File: src/rtl/cal_pkg.sv
package cal_pkg;

    typedef struct packed {
        logic [6:0] yr;
        logic [3:0] mon;
        logic [4:0] dom;
        logic [2:0] dow;
        logic [4:0] hr;
        logic [5:0] min;
        logic [5:0] sec;
    } cal_time_t;

    typedef enum logic [1:0] {ST_IDLE, ST_WAIT, ST_DONE} upd_state_t;

    localparam int ADR_SEC = 0, ADR_SEC_AL = 1, ADR_MIN = 2, ADR_MIN_AL = 3;
    localparam int ADR_HR = 4, ADR_HR_AL = 5, ADR_DOW = 6, ADR_DOM = 7;
    localparam int ADR_MON = 8, ADR_YR = 9, ADR_CTLA = 10, ADR_CTLB = 11;
    localparam int ADR_FLAGS = 12;
    localparam int B_SET = 7, B_AIE = 5, B_UIE = 4, B_BIN = 2, B_H24 = 1;
    localparam int F_IRQ = 7, F_ALM = 5, F_UPD = 4;

    function automatic logic [7:0] enc_val(input logic [6:0] v, input logic bin);
        logic [6:0] t;
        logic [6:0] u;
        t = v / 7'd10;
        u = v % 7'd10;
        return bin ? {1'b0, v} : {t[3:0], u[3:0]};
    endfunction

    function automatic logic [6:0] dec_val(input logic [7:0] r, input logic bin);
        return bin ? r[6:0] : (7'(r[7:4]) * 7'd10 + 7'(r[3:0]));
    endfunction

    function automatic logic [7:0] enc_hour(input logic [4:0] h, input logic bin,
                                            input logic h24);
        logic [4:0] hh;
        hh = (!h24 && h >= 5'd12) ? h - 5'd12 : h;
        return enc_val({2'b00, hh}, bin) | ((!h24 && h >= 5'd12) ? 8'h80 : 8'h00);
    endfunction

    function automatic logic [4:0] dec_hour(input logic [7:0] r, input logic bin,
                                            input logic h24);
        logic [6:0] b;
        b = dec_val({1'b0, r[6:0]}, bin);
        if (!h24 && r[7]) b = b + 7'd12;
        return b[4:0];
    endfunction

    function automatic logic alarm_ok(input logic [7:0] al, input logic [7:0] v);
        return (al[7:6] == 2'b11) || (al == v);
    endfunction

endpackage

File: src/rtl/cal_time_step.sv
module cal_time_step
    import cal_pkg::*;
#(
    parameter int BASE_YEAR = 2000
) (
    input  cal_time_t cur,
    output cal_time_t nxt
);
    int         yfull;
    logic       leap;
    logic [4:0] dim;

    always_comb begin
        yfull = BASE_YEAR + int'(cur.yr);
        leap  = ((yfull % 4) == 0) && (((yfull % 100) != 0) || ((yfull % 400) == 0));
        case (cur.mon)
            4'd2:                      dim = leap ? 5'd29 : 5'd28;
            4'd4, 4'd6, 4'd9, 4'd11:   dim = 5'd30;
            default:                   dim = 5'd31;
        endcase
    end

    always_comb begin
        nxt = cur;
        if (cur.sec >= 6'd59) begin
            nxt.sec = 6'd0;
            if (cur.min >= 6'd59) begin
                nxt.min = 6'd0;
                if (cur.hr >= 5'd23) begin
                    nxt.hr  = 5'd0;
                    nxt.dow = (cur.dow >= 3'd7) ? 3'd1 : cur.dow + 3'd1;
                    if (cur.dom >= dim) begin
                        nxt.dom = 5'd1;
                        if (cur.mon >= 4'd12) begin
                            nxt.mon = 4'd1;
                            nxt.yr  = (cur.yr >= 7'd99) ? 7'd0 : cur.yr + 7'd1;
                        end else begin
                            nxt.mon = cur.mon + 4'd1;
                        end
                    end else begin
                        nxt.dom = cur.dom + 5'd1;
                    end
                end else begin
                    nxt.hr = cur.hr + 5'd1;
                end
            end else begin
                nxt.min = cur.min + 6'd1;
            end
        end else begin
            nxt.sec = cur.sec + 6'd1;
        end
    end
endmodule

File: src/rtl/cal_update_fsm.sv
module cal_update_fsm
    import cal_pkg::*;
#(
    parameter int UIP_CYCLES = 8
) (
    input  logic clk,
    input  logic rst_n,
    input  logic tick_i,
    input  logic run_ok_i,
    output logic step_o,
    output logic copy_o
);
    localparam int CW = $clog2(UIP_CYCLES) + 1;

    upd_state_t    state;
    logic [CW-1:0] cnt;

    always_ff @(posedge clk) begin
        if (!rst_n) begin
            state <= ST_IDLE;
            cnt   <= '0;
        end else begin
            unique case (state)
                ST_IDLE: if (tick_i && run_ok_i) begin
                    state <= ST_WAIT;
                    cnt   <= '0;
                end
                ST_WAIT: if (cnt == CW'(UIP_CYCLES - 1)) state <= ST_DONE;
                         else cnt <= cnt + 1'b1;
                ST_DONE: state <= ST_IDLE;
                default: state <= ST_IDLE;
            endcase
        end
    end

    always_comb begin
        step_o = (state == ST_IDLE) && tick_i && run_ok_i;
        copy_o = (state == ST_DONE);
    end
endmodule

File: src/rtl/cal_clock_core.sv
module cal_clock_core
    import cal_pkg::*;
#(
    parameter int BASE_YEAR  = 2000,
    parameter int UIP_CYCLES = 8
) (
    input  logic       clk,
    input  logic       rst_n,
    input  logic       sec_tick,
    input  logic       wr_en,
    input  logic [3:0] wr_addr,
    input  logic [7:0] wr_data,
    input  logic       rd_en,
    input  logic [3:0] rd_addr,
    output logic [7:0] rd_data,
    output logic       irq
);
    localparam int NREG = ADR_YR + 1;

    logic [7:0] tregs [NREG];
    logic [6:0] ctl_a;
    logic       uip;
    logic [7:0] ctl_b;
    logic [7:0] flags;
    cal_time_t  tm_q, tm_nxt, tm_dec;
    logic       load_pend;
    logic       step, copy;
    logic       bin, h24;
    logic [7:0] e_sec, e_min, e_hr, e_dow, e_dom, e_mon, e_yr;
    logic       al_hit, is_time_wr;

    cal_update_fsm #(.UIP_CYCLES(UIP_CYCLES)) u_fsm (
        .clk(clk), .rst_n(rst_n), .tick_i(sec_tick),
        .run_ok_i(ctl_a[6:4] == 3'b010), .step_o(step), .copy_o(copy)
    );

    cal_time_step #(.BASE_YEAR(BASE_YEAR)) u_step (.cur(tm_q), .nxt(tm_nxt));

    always_comb begin
        bin   = ctl_b[B_BIN];
        h24   = ctl_b[B_H24];
        e_sec = enc_val(7'(tm_q.sec), bin);
        e_min = enc_val(7'(tm_q.min), bin);
        e_hr  = enc_hour(tm_q.hr, bin, h24);
        e_dow = enc_val(7'(tm_q.dow), bin);
        e_dom = enc_val(7'(tm_q.dom), bin);
        e_mon = enc_val(7'(tm_q.mon), bin);
        e_yr  = enc_val(tm_q.yr, bin);
        tm_dec.sec = 6'(dec_val(tregs[ADR_SEC], bin));
        tm_dec.min = 6'(dec_val(tregs[ADR_MIN], bin));
        tm_dec.hr  = dec_hour(tregs[ADR_HR], bin, h24);
        tm_dec.dow = 3'(dec_val(tregs[ADR_DOW], bin));
        tm_dec.dom = 5'(dec_val(tregs[ADR_DOM], bin));
        tm_dec.mon = 4'(dec_val(tregs[ADR_MON], bin));
        tm_dec.yr  = dec_val(tregs[ADR_YR], bin);
        al_hit = ctl_b[B_AIE] && alarm_ok(tregs[ADR_SEC_AL], e_sec)
                 && alarm_ok(tregs[ADR_MIN_AL], e_min) && alarm_ok(tregs[ADR_HR_AL], e_hr);
        is_time_wr = (wr_addr <= 4'(ADR_YR)) && (wr_addr != 4'(ADR_SEC_AL))
                     && (wr_addr != 4'(ADR_MIN_AL)) && (wr_addr != 4'(ADR_HR_AL));
    end

    always_ff @(posedge clk) begin
        if (!rst_n) begin
            for (int i = 0; i < NREG; i++) tregs[i] <= 8'h00;
            tregs[ADR_DOW] <= 8'h01;
            tregs[ADR_DOM] <= 8'h01;
            tregs[ADR_MON] <= 8'h01;
            ctl_a     <= 7'h26;
            uip       <= 1'b0;
            ctl_b     <= 8'h02;
            flags     <= 8'h00;
            tm_q      <= '{yr: 7'd0, mon: 4'd1, dom: 5'd1, dow: 3'd1,
                           hr: 5'd0, min: 6'd0, sec: 6'd0};
            load_pend <= 1'b0;
        end else begin
            load_pend <= 1'b0;
            if (load_pend)  tm_q <= tm_dec;
            else if (step)  tm_q <= tm_nxt;

            if (step && !ctl_b[B_SET]) uip <= 1'b1;
            if (copy) uip <= 1'b0;

            if (copy && !ctl_b[B_SET]) begin
                tregs[ADR_SEC] <= e_sec;
                tregs[ADR_MIN] <= e_min;
                tregs[ADR_HR]  <= e_hr;
                tregs[ADR_DOW] <= e_dow;
                tregs[ADR_DOM] <= e_dom;
                tregs[ADR_MON] <= e_mon;
                tregs[ADR_YR]  <= e_yr;
            end

            flags <= ((rd_en && rd_addr == 4'(ADR_FLAGS)) ? 8'h00 : flags)
                   | (copy ? ((8'h1 << F_UPD)
                             | (al_hit ? ((8'h1 << F_IRQ) | (8'h1 << F_ALM)) : 8'h00)
                             | (ctl_b[B_UIE] ? (8'h1 << F_IRQ) : 8'h00)) : 8'h00);

            if (wr_en) begin
                if (wr_addr <= 4'(ADR_YR)) begin
                    tregs[wr_addr] <= wr_data;
                    if (is_time_wr && !ctl_b[B_SET]) load_pend <= 1'b1;
                end else if (wr_addr == 4'(ADR_CTLA)) begin
                    ctl_a <= wr_data[6:0];
                end else if (wr_addr == 4'(ADR_CTLB)) begin
                    if (wr_data[B_SET]) begin
                        ctl_b <= wr_data & ~(8'h1 << B_UIE);
                        uip   <= 1'b0;
                    end else begin
                        ctl_b <= wr_data;
                        if (ctl_b[B_SET]) load_pend <= 1'b1;
                    end
                end
            end
        end
    end

    always_comb begin
        if (rd_addr <= 4'(ADR_YR))           rd_data = tregs[rd_addr];
        else if (rd_addr == 4'(ADR_CTLA))    rd_data = {uip, ctl_a};
        else if (rd_addr == 4'(ADR_CTLB))    rd_data = ctl_b;
        else if (rd_addr == 4'(ADR_FLAGS))   rd_data = flags;
        else                                 rd_data = 8'h00;
        irq = flags[F_IRQ];
    end
endmodule

File: config.mk
export PLATFORM = sky130hd
export DESIGN_NAME = cal_clock_core
export DESIGN_NICKNAME = d
export VERILOG_FILES = /design/src/rtl/cal_pkg.sv /design/src/rtl/cal_time_step.sv /design/src/rtl/cal_update_fsm.sv /design/src/rtl/cal_clock_core.sv
export SDC_FILE = /design/constraint.sdc
export NUM_CORES = 1
export LEC_CHECK = 0
export BUFFER_PORTS_ARGS = -buffer_cell sky130_fd_sc_hd__clkbuf_2
export CAP_MARGIN = 0
export CORE_MARGIN = 4
export CORE_UTILIZATION = 60
export CTS_CLUSTER_DIAMETER = 80
export CTS_CLUSTER_SIZE = 40
export DETAILED_ROUTE_END_ITERATION = 10
export GPL_ROUTABILITY_DRIVEN = 1
export PLACE_DENSITY = 0.78
export SLEW_MARGIN = 20
export SYNTH_ARGS = -nofsm -noshare
export SYNTH_HDL_FRONTEND = slang
export SYNTH_SLANG_ARGS = --single-unit
File: constraint.sdc
create_clock -name clk -period 13.81 [get_ports clk]
set_input_delay 1.381 -clock clk [delete_from_list [all_inputs] [get_ports clk]]
set_output_delay 1.381 -clock clk [all_outputs]
set_load 0.05 [all_outputs]
### After elaboration in Yosys (flattened, before gate mapping)

Memories as Yosys holds them, arrays and structs flattened.
Cells that the tools add are included.

* register bits after elaboration: 67
* bits in writable memories: 80
* output and inout port bits: 9
* memories kept: 1

* add/subtract/negate cells: 18
* $mul: 7
* divide/modulo/power cells: 16
* order comparisons: 10
* eq/ne operators: 32
* multiplexer cells: 82
* bitwise logic cells: 34
* reduce and logical (&&, ||, !) cells: 46

Memories
* tregs: words 10, bits a word 8, read ports 11, clocked after memory_dff 0, write ports 10, RTL line cal_clock_core.sv:20 `logic [7:0] tregs [NREG];`

Operators with widths (number)
* two-way mux 8 bit: 28
* two-way mux 36 bit: 2
* logical NOT 32 bit: 2
* remainder unit 32 x 10 -> 32 bit (second input constant): 1
* remainder unit 32 x 8 -> 32 bit (second input constant): 1
* nonzero test 32 bit: 1
* two-way mux 30 bit: 1
* two-way mux 5 bit: 6
* == test 4 bit (second input constant): 7
* == test 4 bit (first input constant): 6
* == test 8 bit: 3
* two-way mux 24 bit: 1
* two-way mux 6 bit: 4
* OR 8 bit: 3
* two-way mux 1 bit: 23
* two-way mux 7 bit: 3
* two-way mux 4 bit: 5
* two-way mux 19 bit: 1
* logical AND 1 bit: 16
* divider 5 x 4 -> 7 bit (second input constant): 2
* divider 6 x 4 -> 7 bit (second input constant): 2
* remainder unit 5 x 4 -> 7 bit (second input constant): 2
* remainder unit 6 x 4 -> 7 bit (second input constant): 2
* nonzero test 2 bit: 7
* other kinds (64): 116

### Depth between registers and ports, before layout

* depth after elaboration: 14
* depth in mapped cells: 30

### Cells and area by module

A second synthesis with hierarchy kept.

* cells, all modules: 1618
* area, all modules: 13694.4 µm²

By module, submodules not included
* cal_clock_core: instances 1, cells each 1138, area an instance 10411.2 µm², seq. area each 3523.4 µm²
* cal_time_step: instances 1, cells each 447, area an instance 2981.6 µm², seq. area each 0.0 µm²
* cal_update_fsm: instances 1, cells each 33, area an instance 301.5 µm², seq. area each 120.1 µm²

### Worst setup path before layout

OpenSTA, ideal clock, no wires.

* path type: register -> register
* start: register tm_q[35] (netlist name)
* end: register tm_q[31] (netlist name)
* arrival: 5.391 ns
* path slack: 8.304 ns
* cell stages (with the launch flop): 30
* cell sequence: dfxtp_1 -> buf_2 -> clkbuf_1 -> inv_1 -> ha_1 -> buf_4 -> clkbuf_1 -> clkbuf_1 -> ha_1 -> and2b_4 -> o21a_1 -> nor3_4 -> o22ai_1 -> a2111oi_2 -> a311o_2 -> o22ai_1 -> a2111o_1 -> mux2i_1 -> a41oi_1 -> ha_1 -> nand2b_1 -> a21oi_1 -> nor2_1 -> or2_2 -> nand2_1 -> or2_2 -> buf_2 -> o21ai_0 -> o21ai_0 -> and2_1

* cells in the longest elaborated chain, start to end: 10
* elaborated cells between the ends (all ways): 21

Ends and longest elaborated chain
* from (decl): RTL line cal_clock_core.sv:25 `cal_time_t tm_q, tm_nxt, tm_dec;`
* from (signal assigned): RTL line cal_clock_core.sv:72 `tm_q <= '{yr: 7'd0, mon: 4'd1, dom: 5'd1, dow: 3'd1,`
* from (signal assigned): RTL line cal_clock_core.sv:77 `if (load_pend) tm_q <= tm_dec;`
* from (signal assigned): RTL line cal_clock_core.sv:78 `else if (step) tm_q <= tm_nxt;`
* adder 11 x 7 -> 12 bit: RTL line cal_time_step.sv:14 `yfull = BASE_YEAR + int'(cur.yr);`
* remainder unit 32 x 8 -> 32 bit / remainder unit 32 x 10 -> 32 bit (equally long branches): RTL line cal_time_step.sv:15 `leap = ((yfull % 4) == 0) && (((yfull % 100) != 0) || ((yfull % 400) == 0));`
* nonzero test 32 bit / logical NOT 32 bit (equally long branches): RTL line cal_time_step.sv:15
* logical OR 1 bit: RTL line cal_time_step.sv:15
* logical AND 1 bit: RTL line cal_time_step.sv:15
* two-way mux 1 bit: RTL line cal_time_step.sv:17 `4'd2: dim = leap ? 5'd29 : 5'd28;`
* case mux 5 bit (2 select lines): RTL line cal_time_step.sv:16 `case (cur.mon)`
* >= comparator 5 bit: RTL line cal_time_step.sv:32 `if (cur.dom >= dim) begin`
* nonzero test 2 bit (no source line)
* AND reduction 6 bit (no source line)

Parallel ways exist; a longest one is shown, timed or not. The select of a mux whose other input is x is not followed.
A chain may end at the register's enable or synchronous reset.

### Final worst setup path

* start: register tm_q[33] (netlist name)
* end: register tm_q[33] (netlist name)

The elaborated chain is that of the path after synthesis.

==> summary.txt <==
Die ar. = 21,600 µm²
Peak supply drop = 91.3 µV
Outcome = completed
Critical Path RT = 14.13 ns
Final period utilization = 45.0%
Rows = 50
Postcts setup bufs = 0
Global-route wire length before repair = 51,600 µm
Primary FF master, synth = edfxtp_1
Post-Synthesis Cell Area = 11,600 µm²
Reg2reg setup slack = 7.59 ns
Asr flop ratio synth = 0%
All-Layer GR Usage = 29.8%
Gr ovfl total = 0
H-tree depth = 4
Core ar. = 18,800 µm²
Max-Cap Viols = 0
Reg2Reg Capture Point = tm_q[33]
Post-route cell area = 12,300 µm²
GRT met1 Usage = 41.3%
Setup Skew = 0.0113 ns
FF+latch count, synth = 142
CP most frequent cell = ha_1
DP HPWL = 22,800 µm
Synth cell count leaders = nand2_1, o21ai_0, nor2_1
CP Launch Type = flip-flop
Die Y = 147 µm
Starting Density = 61.5%
Number of DRC markers in iteration 0 = 1,141
Worst hold path depth = 2
Clk_lat worst skew = 0.43 ns
Drt pass-1 iters = 5
Sequential share of the synthesized area = 31.5%
GRT busiest layer = met2
Layout cell share with drive strength beyond 1 = 10.5%
Vias in the first global route = 9,504
Number of port buffers = 29
CP max-delay cell = dfxtp_1
Nets = 1,405
WS Path Type = reg2reg
DRC Markers = 0
Max-slew violations = 0
Yosys top cell area share = 20.8%
Hold_sp = ctl_a[2]
Synthesized area per cell = 8.69 µm²
Final setup viols = 0
Fmax = 161 MHz
R2R cell count = 24
Wirelength per Cell = 20.4 µm
Hold Path Class = reg2reg
GPL Wtd Cong = 0.934
CP startpoint = tm_q[33]
Cell leakage power = 4.59 nW
Post-synth cell types = 92
Slowest stage delay, CP = 0.82 ns
Worst Path Max Fanout = 23
Slew @ Worst Pin = 1.01 ns
Area Overhead vs Synth = 6.23%
Clock Sink Count = 142
Final setup margin = 7.59 ns
Critical path arrival = 6.54 ns
Ports = 30
Largest net degree at the start of global routing = 56
RSZ-0062 raised after global routing = no
YS warnings = 0
Worst r2r src = tm_q[33]
Root buffer cell = clkbuf_16
Cells after synthesis = 1,332
Post-synth top area cell = edfxtp_1
Final WL = 32,200 µm
Fin. Hold Viols = 0
PostCTS Resize Cnt = 0
Final min period = 6.22 ns
Place WS = 7.66 ns
Hold Path Sink = ctl_a[2]
Post-synth EDFFs = 80
TritonCTS clock tree = built
Total number of vias = 10,316
Headroom to the max-slew limit = 32.0%
Hold_buf cts = 0
Placed cell areas = 11,800 µm²
Post-route ant nets = 0
Crit. End Element = flip-flop
Most frequent cell after synthesis = nand2_1
Grt met3 use = 4.94%
Die W = 147 µm
Global-route track usage on met2 = 48.1%
Power density over the cells = 84.7 nW/µm²
Via/cell ratio = 6.53
Worst-path clk slew = 0.06 ns
Num CTS Buffers = 17
Fin Setup TNS = 0 ns
Ranking of synthesized cells by area = edfxtp_1, dfxtp_1, ha_1
CTS Buffer Depth = 2
Crit-path cells = ha_1, inv_1, ha_1, ha_1, nand2b_1, o21ai_1, a211oi_2, nor2_1, a2111oi_2, a311o_2, o22ai_1, a2111o_1, mux2i_1, a41oi_1, ha_1, nand2b_1, a21oi_1, nor2_1, or2_2, nand2_1, or2_2, o21ai_0, o21ai_0, and2_1
Syn_nets = 1,431
Initial antenna violation count = 1
==> metal layers <==
metal  wire length, µm  up-vias
met1             13400     4955
li1                  -     4833
met3              2720       52
met5                 0        -
met4               780        0
met2             15200      476
==> cell type report <==
class	instances	area, µm²
Multi-Input combinational cell	1048	7370
Fill cell	1566	6540
Sequential cell	142	3650
Clock buffer	21	440
Tap cell	260	325
Inverter	59	221
Timing Repair Buffer	38	213
Clock inverter	11	72.6
Antenna cell	1	2.50
==> per-stage QoR <==
step	util [%]	instances	hold WS (ns)	power [mW]
2_1_floorplan	-	1332	0.432	0.588
3_3_place_gp	62.5	1547	0.451	0.629
3_5_place_dp	62.5	1547	0.452	0.632
4_1_cts	65.2	1579	0.471	1.04
5_1_grt	65.3	1580	0.497	1.08
6_report	65.3	1580	0.478	1.04
==> cells in the final DEF, fill, tap and decap left out, types with 32 or more instances in the layout <==
master / instances
and2_1: 51
nor3_1: 32
inv_1: 54
nor2_1: 101
dfxtp_1: 60
xnor2_1: 37
mux2i_1: 36
ha_1: 71
xor2_1: 34
a21oi_1: 76
edfxtp_1: 80
nand2_1: 144
o21ai_0: 109
==> cells by family after synthesis <==
family                     count (synthesis)  synth area share, %
adders and majority gates                 78                 8.89
buffers and inverters                    142                 4.91
DFF                                      142                 31.5
AOI/OAI and AO/OA                        366                 21.3
muxes                                     70                 8.17
and+or+nand+nor                          461                 19.6
xor gates and xnor gates                  73                 5.71
==> sequential cells by signal, summed over array words and instances, names as in the netlist <==
name and flops:
tregs 80, tm_q 36, ctl_b 8, ctl_a 7
u_fsm.cnt 4, flags 3, u_fsm.state 2, load_pend 1
uip 1
==> worst max-delay path, delay by kind of cell (launching register included) <==
family / cells / cell delay, ns
AO/OA/AOI/OAI: 10 / 2.06
buffers and inverters: 1 / 0.06
flip-flops: 1 / 0.82
multiplexers: 1 / 0.16
AND/OR/NAND/NOR: 8 / 1.59
adder cells (fa/ha/maj): 4 / 1.42
==> power breakdown <==
group | total (mW) | internal (mW) | switching [mW]
clock network | 0.412 | 0.229 | 0.184
logic | 0.147 | 0.0551 | 0.0922
registers | 0.481 | 0.462 | 0.0194
total | 1.04 | 0.746 | 0.295
==> worst max-delay path by stage <==
stage	to	slack, ns	cells after the start
6_report	tm_q[33]	7.59	24
5_1_grt	tm_q[33]	7.02	23
2_1_floorplan	tm_q[31]	8.30	29
4_1_cts	tm_q[33]	7.64	23
3_3_place_gp	tm_q[34]	7.83	23
3_5_place_dp	tm_q[33]	7.66	23
(Power assumes the default switching activity.)
